$ cat config.mk
export PLATFORM = sky130hd
export DESIGN_NAME = ptmr_top
export DESIGN_NICKNAME = d
export VERILOG_FILES = /design/src/rtl/ptmr_pkg.sv /design/src/rtl/ptmr_tick_div.sv /design/src/rtl/ptmr_counter.sv /design/src/rtl/ptmr_regs.sv /design/src/rtl/ptmr_top.sv
export SDC_FILE = /design/constraint.sdc
export NUM_CORES = 1
export LEC_CHECK = 0
export ABC_CLOCK_PERIOD_IN_PS = 4300
export BUFFER_PORTS_ARGS = -buffer_cell sky130_fd_sc_hd__clkbuf_2
export CORE_UTILIZATION = 49
export CTS_CLUSTER_DIAMETER = 40
export DETAILED_ROUTE_END_ITERATION = 10
export PLACE_DENSITY = 0.68
export SLEW_MARGIN = 30
export SYNTH_ARGS = -nofsm -noshare
export SYNTH_HDL_FRONTEND = slang
export SYNTH_SLANG_ARGS = --single-unit
$ cat constraint.sdc
create_clock -name clk -period 4.3 [get_ports clk]
set_input_delay 0.43 -clock clk [delete_from_list [all_inputs] [get_ports clk]]
set_output_delay 0.43 -clock clk [all_outputs]
set_load 0.01 [all_outputs]
$ cat src/rtl/ptmr_pkg.sv
package ptmr_pkg;
    localparam int DATA_W = 32;
    localparam int DIV_W  = 12;
    localparam int ADDR_W = 3;

    localparam logic [ADDR_W-1:0] OFF_CTRL = ADDR_W'(0);
    localparam logic [ADDR_W-1:0] OFF_STAT = ADDR_W'(1);
    localparam logic [ADDR_W-1:0] OFF_LOAD = ADDR_W'(2);
    localparam logic [ADDR_W-1:0] OFF_CMP  = ADDR_W'(3);
    localparam logic [ADDR_W-1:0] OFF_CNT  = ADDR_W'(4);

    typedef enum logic [1:0] {
        SRC_NONE   = 2'd0,
        SRC_MAIN_A = 2'd1,
        SRC_MAIN_B = 2'd2,
        SRC_SLOW   = 2'd3
    } src_e;

    // Bit layout of the control word, lsb last
    typedef struct packed {
        src_e             src;       // 25:24
        logic [5:0]       spare;     // 23:18
        logic             ovw;       // 17
        logic             swr;       // 16
        logic [DIV_W-1:0] div;       // 15:4
        logic             rld;       // 3
        logic             ien;       // 2
        logic             resume;    // 1
        logic             en;        // 0
    } ctrl_t;

    localparam int CTRL_W = $bits(ctrl_t);

    function automatic ctrl_t word_to_ctrl(input logic [DATA_W-1:0] w);
        ctrl_t c;
        c       = ctrl_t'(w[CTRL_W-1:0]);
        c.spare = '0;
        c.swr   = 1'b0;
        return c;
    endfunction

    function automatic logic [DATA_W-1:0] ctrl_to_word(input ctrl_t c);
        return {{(DATA_W-CTRL_W){1'b0}}, c};
    endfunction
endpackage

$ cat src/rtl/ptmr_tick_div.sv
module ptmr_tick_div
    import ptmr_pkg::*;
#(
    parameter int DW = DIV_W
) (
    input  logic          clk,
    input  logic          rst,
    input  logic          run,
    input  src_e          src,
    input  logic [DW-1:0] div,
    input  logic          tick_main,
    input  logic          tick_slow,
    output logic          step
);
    logic [DW-1:0] pcnt;
    logic          sel;

    always_comb begin
        unique case (src)
            SRC_SLOW:   sel = tick_slow;
            SRC_MAIN_A,
            SRC_MAIN_B: sel = tick_main;
            default:    sel = 1'b0;
        endcase
    end

    assign step = run && sel && (pcnt >= div);

    always_ff @(posedge clk) begin
        if (rst || !run) begin
            pcnt <= '0;
        end else if (sel) begin
            if (pcnt >= div) pcnt <= '0;
            else             pcnt <= pcnt + 1'b1;
        end
    end

    // a divided tick restarts the prescale count
    assert_div_wrap_R3: assert property (@(posedge clk) disable iff (rst)
        step |=> (pcnt == '0));
    // no tick source means no divided tick
    assert_no_src_R7: assert property (@(posedge clk) disable iff (rst)
        (src == SRC_NONE) |-> !step);
endmodule

$ cat src/rtl/ptmr_counter.sv
module ptmr_counter #(
    parameter int W = 32
) (
    input  logic         clk,
    input  logic         rst,
    input  logic         clear,
    input  logic         step,
    input  logic         set_now,
    input  logic [W-1:0] set_val,
    input  logic         rld,
    input  logic [W-1:0] reload_val,
    output logic [W-1:0] count,
    output logic         wrap
);
    localparam logic [W-1:0] ALL_ONES = '1;

    assign wrap = step && !set_now && !clear && (count == '0);

    always_ff @(posedge clk) begin
        if (rst || clear) begin
            count <= ALL_ONES;
        end else if (set_now) begin
            count <= set_val;
        end else if (step) begin
            if (count == '0) count <= rld ? reload_val : ALL_ONES;
            else             count <= count - 1'b1;
        end
    end

    assert_dec_one_R3: assert property (@(posedge clk) disable iff (rst)
        (step && !set_now && !clear && count != '0) |=> (count == $past(count) - 1'b1));
    assert_wrap_ones_R5: assert property (@(posedge clk) disable iff (rst)
        (wrap && !rld) |=> (count == ALL_ONES));
    assert_wrap_reload_R5: assert property (@(posedge clk) disable iff (rst)
        (wrap && rld) |=> (count == $past(reload_val)));
    assert_hold_R7: assert property (@(posedge clk) disable iff (rst)
        (!step && !set_now && !clear) |=> $stable(count));
endmodule

$ cat src/rtl/ptmr_regs.sv
module ptmr_regs
    import ptmr_pkg::*;
(
    input  logic              clk,
    input  logic              rst,
    input  logic              wr_en,
    input  logic [ADDR_W-1:0] addr,
    input  logic [DATA_W-1:0] wdata,
    input  logic [DATA_W-1:0] count,
    input  logic              wrap,
    output ctrl_t             ctrl,
    output logic [DATA_W-1:0] load,
    output logic [DATA_W-1:0] rdata,
    output logic              irq,
    output logic              set_now,
    output logic [DATA_W-1:0] set_val,
    output logic              clear
);
    localparam int SWR_BIT = 16;

    logic [DATA_W-1:0] cmp;
    logic              flag;
    logic              wr_ctrl, wr_stat, wr_load, wr_cmp;
    logic              swr, en_rise, load_on_en, load_ovw;
    ctrl_t             new_ctrl;

    assign wr_ctrl  = wr_en && (addr == OFF_CTRL);
    assign wr_stat  = wr_en && (addr == OFF_STAT);
    assign wr_load  = wr_en && (addr == OFF_LOAD);
    assign wr_cmp   = wr_en && (addr == OFF_CMP);
    assign swr      = wr_ctrl && wdata[SWR_BIT];
    assign new_ctrl = word_to_ctrl(wdata);

    assign en_rise    = wr_ctrl && !swr && new_ctrl.en && !ctrl.en;
    assign load_on_en = en_rise && !new_ctrl.resume;
    assign load_ovw   = wr_load && ctrl.ovw;
    assign set_now    = load_on_en || load_ovw;
    assign set_val    = load_ovw ? wdata : load;
    assign clear      = swr;
    assign irq        = flag && ctrl.ien;

    always_ff @(posedge clk) begin
        if (rst || swr) begin
            ctrl <= '0;
            load <= '1;
            cmp  <= '0;
            flag <= 1'b0;
        end else begin
            if (wr_ctrl) ctrl <= new_ctrl;
            if (wr_load) load <= wdata;
            if (wr_cmp)  cmp  <= wdata;
            if (wrap)         flag <= 1'b1;
            else if (wr_stat) flag <= 1'b0;
        end
    end

    always_comb begin
        unique case (addr)
            OFF_CTRL: rdata = ctrl_to_word(ctrl);
            OFF_STAT: rdata = {{(DATA_W-1){1'b0}}, flag};
            OFF_LOAD: rdata = load;
            OFF_CMP:  rdata = cmp;
            OFF_CNT:  rdata = count;
            default:  rdata = '0;
        endcase
    end

    assert_stat_clear_R8: assert property (@(posedge clk) disable iff (rst)
        (wr_stat && !wrap && !swr) |=> !flag);
    assert_flag_set_R5: assert property (@(posedge clk) disable iff (rst)
        wrap |=> flag);
    assert_swr_state_R10: assert property (@(posedge clk) disable iff (rst)
        swr |=> (ctrl == '0 && load == '1 && cmp == '0 && !flag));
    assert_swr_not_held_R10: assert property (@(posedge clk) disable iff (rst)
        !ctrl.swr);
endmodule

$ cat src/rtl/ptmr_top.sv
module ptmr_top
    import ptmr_pkg::*;
(
    input  logic              clk,
    input  logic              rst,
    input  logic              wr_en,
    input  logic [ADDR_W-1:0] addr,
    input  logic [DATA_W-1:0] wdata,
    output logic [DATA_W-1:0] rdata,
    input  logic              tick_main,
    input  logic              tick_slow,
    output logic              irq
);
    ctrl_t             ctrl;
    logic [DATA_W-1:0] load, count, set_val;
    logic              step, wrap, set_now, clear, run;

    assign run = ctrl.en && (ctrl.src != SRC_NONE);

    ptmr_tick_div #(.DW(DIV_W)) u_div (
        .clk(clk), .rst(rst), .run(run), .src(ctrl.src), .div(ctrl.div),
        .tick_main(tick_main), .tick_slow(tick_slow), .step(step)
    );

    ptmr_counter #(.W(DATA_W)) u_cnt (
        .clk(clk), .rst(rst), .clear(clear), .step(step),
        .set_now(set_now), .set_val(set_val), .rld(ctrl.rld),
        .reload_val(load), .count(count), .wrap(wrap)
    );

    ptmr_regs u_regs (
        .clk(clk), .rst(rst), .wr_en(wr_en), .addr(addr), .wdata(wdata),
        .count(count), .wrap(wrap), .ctrl(ctrl), .load(load), .rdata(rdata),
        .irq(irq), .set_now(set_now), .set_val(set_val), .clear(clear)
    );

    // a load write without overwrite leaves the counter alone
    assert_no_ovw_R6: assert property (@(posedge clk) disable iff (rst)
        (wr_en && addr == OFF_LOAD && !ctrl.ovw && !step) |=> $stable(count));
    // a load write with overwrite lands in the counter
    assert_ovw_R6: assert property (@(posedge clk) disable iff (rst)
        (wr_en && addr == OFF_LOAD && ctrl.ovw) |=> (count == $past(wdata)));
    // the line never rises without interrupt enable
    assert_irq_gate_R9: assert property (@(posedge clk) disable iff (rst)
        !ctrl.ien |-> !irq);
endmodule

==> reports/qor.yml, run 1 <==
power.net_switching_mw: 0.6997
seq_area_frac_synth_pct: 36.36
cts_tree: "done"
synth_top_area_cell: "dfxtp_1"
die_h_um: 121.9
wl_per_cell_um: 19.95
synth_nets: 986
grt-busiest-layer: "met2"
grt_overflow: 0
place_congestion: 0.9303
multi_input_area_mm2: 0.004160
ir_worst_vdd_uv: 243.1
drt_pass1_iterations: 6
syn_area_per_cell_um2: 7.587
synth_top_area_share_pct: 36.36
synthCells: 929
grt_usage_pct: 32.23
grt_pass1_vias: 6603
drt-initial-drc-count: 783
relSlewSlack_pct: 32.06
synth-main-ff-cell: "dfxtp_1"
reg2reg_from: "u_regs.ctrl[25]$_SDFFE_PP0N_"
yosysWarnings: 0
yosys.cell_types.count: 65
die_area_mm2: 0.01487
grt_pass1_wl_mm: 36.53
drv_slew: 0
rsz0062_at_grt: "false"
leakage_nw: 3.125
pre_cts_ws_ns: 1.026
cap_violations: 0
p_per_area_mw_per_mm2: 357.1
ff_latch_area_mm2: 0.002562
die_w_um: 121.9
path_clk_slew_ns: 0.05
setup_violations: 0
syn-cell-area_mm2: 0.007048
fin_crit_sh_pct: 74.94
initial_utilization_pct: 50.58
clkSinkCount: 128
nFillCells: 1299
fin_nets: 1031
async_flop_share_pct: 0
hp-start: "wdata[31]"
num_io_pins: 73
status: "complete, no violations"
vias: 7330
clockBufferDepth: 2
ant_nets: 0
yosysMostFrequentCell: "nand2_1"
clock_power_share_pct: 49.4
insertion_delay_ns: 0.43
cp.required_ns: 4.62
worstSetupPathType: "reg -> reg"
cts_buffers: 17
use_met1_pct: 43.98
fin_setup_tns_ns: 0
grt_max_degree: 33
n_antenna_cell: 0
p_seq_share_pct: 42.3
cts_setup_buffers: 0
hold_class: "in -> reg"
synth_area_leaders: "dfxtp_1 (36%), nand2_1 (11%), a21oi_1 (5.9%), a221o_1 (4.0%), o21ai_0 (3.6%)"
place_hpwl_mm: 15.79
core.rowCount: 43
placed_cells: 1135
met2_usage_pct: 47.81
switching_share_pct: 24.09
hold_viol_final: 0
clock.fmax_mhz: 310.3
arrival_ns: 3.55
area_delta_synth_final_pct: 15.37
antenna_found_initial: 0
coreArea_mm2: 0.01393
final_util_pct: 58.36
hold_buffers: 0
fin_crit_ns: 3.222
crit_path_start: "u_regs.ctrl[25]$_SDFFE_PP0N_"
power_frac_comb_pct: 8.3
p_int_mw: 2.204
endpoint_kind: "flip-flop"
routed_via_density: 6.286
wl_mm: 23.26
cts_resized: 0
dpl-instance-area_mm2: 0.007556
drive_gt1_share_pct: 14.30
ys_seq_elements: 128
tightestPinTransition_ns: 1.015
grt_use_met3_pct: 8.006
htree_levels: 4
worstPathMaxFanout: 10
synth-edff-count: 0
final_cell_count_no_fill: 1166
cts_root_buf: "clkbuf_16"
post-route-worst-setup-slack_ns: 1.078
fin_skew_ns: 0.007030
cp-start-kind: "flip-flop"
route.detailed.drc: 0
yosys-top-cells-count: "nand2_1 (211), dfxtp_1 (128), a21oi_1 (83)"
stdcell_area_mm2: 0.008132
port_buffers: 72
==> registers in the layout, indices dropped and copies added, names as in the netlist <==
signal       flops
u_cnt.count     32
u_regs.cmp      32
u_regs.load     32
u_regs.ctrl     19
u_div.pcnt      12
u_regs.flag      1
==> cells by family (layout without fill, tap and decap cells) <==
kind of cell / Yosys count / in the layout / synth area share, %
simple gates: 404 / 404 / 27.32
compound gates: 263 / 263 / 24.73
flops: 128 / 128 / 36.36
buf+inv: 90 / 147 / 5.166
xor+xnor: 25 / 25 / 3.107
fa+ha+maj: 17 / 17 / 3.018
mux: 2 / 2 / 0.3018
==> cell type report <==
cell class / count / area share, %
Multi-Input combinational cell: 711 / 51.16
Sequential cell: 128 / 31.51
Timing Repair Buffer: 94 / 6.463
Clock buffer: 25 / 6.093
Tap cell: 180 / 2.770
Inverter: 22 / 1.016
Clock inverter: 6 / 0.9848
==> cells in the final DEF, fill, tap and decap left out, types with 8 or more instances in the layout <==
master     instances
nand2_1          210
dfxtp_1          128
a21oi_1           82
clkbuf_2          72
o21ai_0           50
nand3_1           47
nor2_1            47
a221o_1           28
inv_1             22
buf_4             22
a22oi_1           19
a22o_1            18
xor2_1            17
ha_1              17
clkbuf_16         17
nor3_1            12
and3_1            12
nand3b_1          11
nand4_1           10
o211ai_1           8
xnor2_1            8
and2_1             8
a221oi_1           8
==> power by group through the flow <==
stage          Clock (mW)  Sequential (mW)  Combinational, mW
3_3_place_gp            0             1.25              0.236
6_report             1.43             1.23              0.242
3_5_place_dp            0             1.25              0.237
4_1_cts              1.44             1.23              0.238
2_1_floorplan           0             1.25              0.136
5_1_grt              1.50             1.23              0.261
==> final timing paths <==
kind | endpoint | slack, ns | cells past startpoint
setup / recovery | u_cnt.count[20]$_SDFFE_PP1P_ | 1.08 | 8
hold reg to reg | u_regs.cmp[27]$_SDFFE_PP0P_ | 0.45 | 2
hold / removal | u_regs.load[31]$_SDFFE_PP1P_ | 0.25 | 3
setup reg to reg | u_cnt.count[20]$_SDFFE_PP1P_ | 1.08 | 8
==> per-layer routing <==
layer | wire length [um] | vias up
met2 | 10130 | 359
met3 | 2131 | 54
li1 | - | 3444
met4 | 694 | 0
met5 | 0 | -
met1 | 10300 | 3473
==> worst max-delay path: stages, from the launching register on <==
cell	delay [ns]
dfxtp_1	0.39
inv_1	0.06
ha_1	0.26
a22oi_1	0.07
nor2_1	0.60
nand2_1	0.21
a21oi_1	0.65
nand2_1	0.48
o31ai_1	0.38
==> per-stage QoR <==
stage	total power [mW]	hold WS (ns)
after floorplan	1.383	0.4329
after global placement	1.489	0.4427
after detailed placement	1.491	0.4466
after CTS	2.905	0.2429
after global routing	2.988	0.2704
final	2.904	0.2517
Note: power is estimated with default switching activity, not from simulation.
==> run 2, diff against run 1 <==
ABC_AREA = 1   (was not set)
ABC_CLOCK_PERIOD_IN_PS = 3200   (was 4300)
clock period = 3.2 ns   (was 4.3 ns; I/O delays follow)
==> reports/qor.yml, run 2 <==
cts_buffers: 17  # unchanged
mostFrequentLayoutCells: "nand2_1 (350), dfxtp_1 (128), nand3_1 (102), inv_1 (100), nor2_1 (90)"
yosys-top-cells-count: "nand2_1 (351), dfxtp_1 (128), nand3_1 (102)"
leakage_nw: 3.901  # +25%
vias: 8094  # +10%
synth_area_leaders: "dfxtp_1 (33%), nand2_1 (17%), nand3_1 (6.7%), inv_1 (4.9%), nor2_1 (4.5%)"
drt_pass1_iterations: 5  # -1
pre_cts_ws_ns: 0.7807  # -0.2449 ns
cp_slowest_stage_delay_ns: 0.36  # -0.29 ns
initial_utilization_pct: 50.21  # -0.37 points
ant_nets: 0  # unchanged
syn_area_per_cell_um2: 6.644  # -12%
post-route-worst-setup-slack_ns: 0.7287  # -0.3490 ns
ff_latch_area_mm2: 0.002562  # unchanged
cp-start-kind: "flip-flop"
use_met1_pct: 47.69  # +3.7 points
nFillCells: 1495  # +15%
drt-initial-drc-count: 948  # +21%
seq_area_frac_synth_pct: 33.45  # -2.9 points
hold_viol_final: 0  # unchanged
cts_root_buf: "clkbuf_16"
crit_path_frequent_cell: "nand2_1"
area_delta_synth_final_pct: 13.36
route.detailed.drc: 0  # unchanged
fin_setup_tns_ns: 0  # unchanged
insertion_delay_ns: 0.43  # about the same
grt_pass1_vias: 7362  # +11%
syn-cell-area_mm2: 0.007661  # +8.7%
cap_violations: 0  # unchanged
p_total_mw: 3.902  # +34%
synthCells: 1153  # +24%
wl_mm: 25.47  # +9.5%
dpl-instance-area_mm2: 0.008098  # +7.2%
clock.fmax_mhz: 404.6  # +30%
cp_top_family: "simple AND/OR/NAND/NOR gates"
async_flop_share_pct: 0  # unchanged
cts_setup_buffers: 0  # unchanged
n_antenna_cell: 0  # unchanged
fin_nets: 1258  # +22%
worstPathMaxFanout: 33  # +23
htree_levels: 4  # unchanged
port_buffers: 72  # unchanged
crit_chain: "inv_1 > ha_1 > nand2_1 > inv_1 > o21bai_1 > a21oi_1 > nor2_1 > nand2_1 > nand2_1 > buf_4 > nand2_2 > nand3_1 > nand3_1"
coreArea_mm2: 0.01526  # +9.5%
p_per_area_mw_per_mm2: 449.3  # +26%
yosysWarnings: 0  # unchanged
synth-edff-count: 0  # unchanged
grt_overflow: 0  # unchanged
largest_registers: "u_cnt.count x32, u_regs.cmp x32, u_regs.load x32"
clockBufferDepth: 2  # unchanged
cts_resized: 0  # unchanged
fin_crit_ns: 2.471  # -0.7510 ns
grt_usage_pct: 32.28  # +0.044 points
yosysMostFrequentCell: "nand2_1"
routed_via_density: 5.680  # -9.6%
fin_skew_ns: 0.009562  # +0.002533 ns
cts_tree: "done"
cp_slowest_cell: "nand2_2"
synth_nets: 1210  # +23%
rsz0062_at_grt: "false"
clkSinkCount: 128  # unchanged
synth_top_area_cell: "dfxtp_1"
place_congestion: 0.9694  # +4.2%
stdcell_area_mm2: 0.008685  # +6.8%
wl_per_cell_um: 17.88  # -10%
arrival_ns: 2.77  # -0.78 ns
yosys.cell_types.count: 41  # -37%
worst-path-buf-inv: 3  # +2
grt_max_degree: 48  # +45%
multi_input_area_mm2: 0.004374  # +5.1%
grt-busiest-layer: "met1"
fin_crit_sh_pct: 77.23  # +2.3 points
placed_cells: 1393  # +23%
antenna_found_initial: 0  # unchanged
ir_worst_vdd_uv: 364.5  # +50%
die_h_um: 127.0  # +4.2%
final_common_cell: "nand2_1"
tightestPinTransition_ns: 0.7848  # -0.2300 ns
status: "complete, no violations"
drive_gt1_share_pct: 13.92  # -0.38 points
hold_class: "in -> reg"
drv_slew: 0  # unchanged
worstSetupPathType: "reg -> reg"
grt_use_met3_pct: 6.700  # -1.3 points
final_cell_count_no_fill: 1425  # +22%
place_hpwl_mm: 18.66  # +18%
setup_violations: 0  # unchanged
path_clk_slew_ns: 0.06  # about the same
hold_buffers: 0  # unchanged
core.rowCount: 45  # +4.7%
met2_usage_pct: 46.61  # -1.2 points
ys_seq_elements: 128  # unchanged
endpoint_kind: "flip-flop"
grt_pass1_wl_mm: 40.23  # +10%
die_area_mm2: 0.01614  # +8.6%
synth_top_area_share_pct: 33.45  # -2.9 points
num_io_pins: 73  # unchanged
die_w_um: 127.0  # +4.2%
synth-main-ff-cell: "dfxtp_1"
relSlewSlack_pct: 47.62  # +16 points
cp.required_ns: 3.50  # -1.12 ns
run 2: final timing paths:
path / from / end / slack, ns / cells after the start
hold / removal: wdata[20] / u_regs.cmp[20]$_SDFFE_PP0P_ / 0.16 / 3
hold reg to reg: u_regs.cmp[30]$_SDFFE_PP0P_ / u_regs.cmp[30]$_SDFFE_PP0P_ / 0.46 / 2
setup / recovery: u_regs.ctrl[9]$_SDFFE_PP0N_ / u_cnt.count[18]$_SDFFE_PP1P_ / 0.73 / 13
setup reg to reg: u_regs.ctrl[9]$_SDFFE_PP0N_ / u_cnt.count[18]$_SDFFE_PP1P_ / 0.73 / 13
run 2: cells by family (layout without fill, tap and decap cells):
kind of cell / Yosys count / after routing / synth area share (%)
flops: 128 / 128 / 33.45
simple gates: 604 / 604 / 34.20
buf+inv: 169 / 230 / 9.521
fa+ha+maj: 17 / 17 / 2.776
xor+xnor: 25 / 25 / 2.858
compound gates: 210 / 210 / 17.20
run 2: cell type report:
class                   instances  share of cell area, %
flip-flops and latches        128                  29.51
clock inverters                15                  1.859
multi-input cells             856                  50.37
inverters                     110                  4.798
well taps                     211                  3.040
repair buffers                 88                  5.532
clock buffers                  17                  4.898
run 2: worst reg2reg max path, stage by stage, from the launching register on:
cell,delay (ns)
dfxtp_1,0.34
inv_1,0.07
ha_1,0.30
nand2_1,0.06
inv_1,0.04
o21bai_1,0.12
a21oi_1,0.09
nor2_1,0.10
nand2_1,0.13
nand2_1,0.09
buf_4,0.35
nand2_2,0.37
nand3_1,0.20
nand3_1,0.09
run 2: per-layer routing:
layer,vias up,part of all wire (%)
met5,-,0
met4,0,2.0
met3,42,10
met2,404,42
met1,3733,46
li1,3915,-
run 2: through the flow:
step                hold WS (ns)  utilization, %
floorplan                 0.4401               -
global placement          0.4480           53.07
detailed placement        0.4542           53.07
CTS                       0.1542           56.92
global route              0.1756           56.92
finish                    0.1593           56.92
run 2: where the power goes:
group | internal [mW] | switching (mW)
sequential | 1.62 | 0.0287
combinational | 0.104 | 0.214
clock | 1.15 | 0.780
total | 2.88 | 1.02
==> run 3, diff against run 2 <==
ABC_AREA = 0   (was 1)
ABC_CLOCK_PERIOD_IN_PS = 2580   (was 3200)
clock period = 2.58 ns   (was 3.2 ns; I/O delays follow)
==> reports/qor.yml, run 3 (synthesis results as in run 1) <==
status: "complete, no violations"
reg2reg_from: "u_regs.ctrl[13]$_SDFFE_PP0N_"
stdcell_area_mm2: 0.008720  # +0.40%
drt_pass1_iterations: 6  # +1
fin_crit_ns: 2.498  # +0.02639 ns
p_total_mw: 5.012  # +28%
route.detailed.drc: 0  # unchanged
drive_gt1_share_pct: 20.15  # +6.2 points
reg2reg_to: "u_cnt.count[21]$_SDFFE_PP1P_"
port_buffers: 72  # unchanged
ff_latch_area_mm2: 0.002564  # about the same
ir_worst_vdd_uv: 432.6  # +19%
cts_tree: "done"
grt_pass1_wl_mm: 37.96  # -5.6%
p_per_area_mw_per_mm2: 574.8  # +28%
fin_skew_ns: 0.01009  # +0.0005291 ns
post-route-worst-setup-slack_ns: 0.08228  # -0.6464 ns
coreArea_mm2: 0.01393  # -8.7%
area_delta_synth_final_pct: 23.72
dpl-instance-area_mm2: 0.007971  # -1.6%
drv_slew: 0  # unchanged
mostFrequentLayoutCells: "nand2_1 (210), dfxtp_1 (127), a21oi_1 (81), buf_4 (73), clkbuf_2 (72)"
wl_per_cell_um: 19.86  # +11%
fin_nets: 1087  # -14%
ant_nets: 0  # unchanged
clkSinkCount: 128  # unchanged
cts_root_buf: "clkbuf_16"
drt-initial-drc-count: 873  # -7.9%
cts_buffers: 17  # unchanged
relSlewSlack_pct: 38.17  # -9.4 points
grt_pass1_vias: 6941  # -5.7%
place_hpwl_mm: 16.75  # -10%
setup_violations: 0  # unchanged
multi_input_area_mm2: 0.004219  # -3.5%
tightestPinTransition_ns: 0.9274  # +0.1426 ns
n_antenna_cell: 0  # unchanged
die_w_um: 121.9  # -4.0%
cp.required_ns: 2.89  # -0.61 ns
cap_violations: 0  # unchanged
leakage_nw: 3.456  # -11%
largest_registers: "u_cnt.count x32, u_regs.cmp x32, u_regs.load x32"
num_io_pins: 73  # unchanged
worstPathMaxFanout: 8  # -76%
fin_setup_tns_ns: 0  # unchanged
hold_buffers: 0  # unchanged
clock.fmax_mhz: 400.4  # -1.1%
grt_usage_pct: 33.68  # +1.4 points
die_h_um: 121.9  # -4.0%
initial_utilization_pct: 50.58  # +0.37 points
worstSetupPathType: "reg -> reg"
pre_cts_ws_ns: 0.01067  # -0.7700 ns
hold_viol_final: 0  # unchanged
insertion_delay_ns: 0.43  # about the same
clockBufferDepth: 2  # unchanged
core.rowCount: 43  # -4.4%
crit_end: "u_cnt.count[21]$_SDFFE_PP1P_"
cp-start-kind: "flip-flop"
htree_levels: 4  # unchanged
crit_path_start: "u_regs.ctrl[13]$_SDFFE_PP0N_"
final_common_cell: "nand2_1"
fin_crit_sh_pct: 96.81  # +20 points
rrSetupSlack_ns: 0.08  # -0.65 ns
path_clk_slew_ns: 0.06  # about the same
hold_class: "in -> reg"
antenna_found_initial: 0  # unchanged
place_congestion: 0.9507  # -1.9%
grt_overflow: 0  # unchanged
grt_max_degree: 38  # -21%
vias: 7581  # -6.3%
wl_mm: 24.28  # -4.7%
die_area_mm2: 0.01487  # -7.9%
endpoint_kind: "flip-flop"
r2r_cells: 11  # -2
routed_via_density: 6.204  # +9.2%
nFillCells: 1280  # -14%
arrival_ns: 2.81  # +0.04 ns
[run 3: worst min path at each step]
stage	startpoint	end	slack [ns]	cells after the start
floorplan	wdata[0]	u_regs.load[0]$_SDFFE_PP1P_	0.38	2
global placement	u_regs.cmp[0]$_SDFFE_PP0P_	u_regs.cmp[0]$_SDFFE_PP0P_	0.44	2
detailed placement	u_regs.cmp[28]$_SDFFE_PP0P_	u_regs.cmp[28]$_SDFFE_PP0P_	0.45	2
CTS	wdata[23]	u_regs.cmp[23]$_SDFFE_PP0P_	0.07	3
global route	wdata[26]	u_regs.cmp[26]$_SDFFE_PP0P_	0.09	3
finish	wdata[23]	u_regs.cmp[23]$_SDFFE_PP0P_	0.09	3
[run 3: what timing repair did]
item | in CTS | in global routing
endpoints found under the setup margin | 1 | 11
cloned | 0 | 1
endpoints found under the hold margin | 0 | 0
gates resized for setup | 1 | 14
pin swaps | 0 | 4
buffers inserted | 0 | 2
[run 3: worst max-delay path, stage by stage (launching register included)]
cell	delay, ns
dfxtp_2	0.32
inv_1	0.04
ha_1	0.30
a21o_1	0.16
a21o_1	0.21
a2111oi_4	0.35
a21oi_2	0.10
buf_6	0.15
nor2_4	0.19
buf_12	0.16
nor2_1	0.05
a221o_1	0.35
[run 3: power breakdown]
group	switching (mW)	internal (mW)
logic	0.262	0.166
registers	0.0331	2.01
clock network	0.897	1.64
total	1.19	3.82
[run 3: layout make-up]
type / count / share of cell area [%]
Multi-Input combinational cell: 711 / 48.39
Sequential cell: 128 / 29.40
Timing Repair Buffer: 150 / 11.52
Clock buffer: 22 / 5.668
Tap cell: 180 / 2.583
Clock inverter: 9 / 1.492
Inverter: 22 / 0.9471
[run 3: per-stage QoR]
stage,utilization [%],cells,hold WS (ns)
global route,62.58,1222,0.08964
finish,62.58,1222,0.08565
floorplan,-,929,0.3820
global placement,57.21,1188,0.4422
detailed placement,57.21,1188,0.4468
CTS,61.78,1219,0.07178
[run 3: per-layer routing]
metal  vias to the layer above  share of wire, %  track usage [%]
met5                         -                 0                0
met4                         0               1.8            12.19
met3                        39               9.9            8.146
met2                       359                44            50.42
met1                      3627                44            46.65
li1                       3556                 -                -
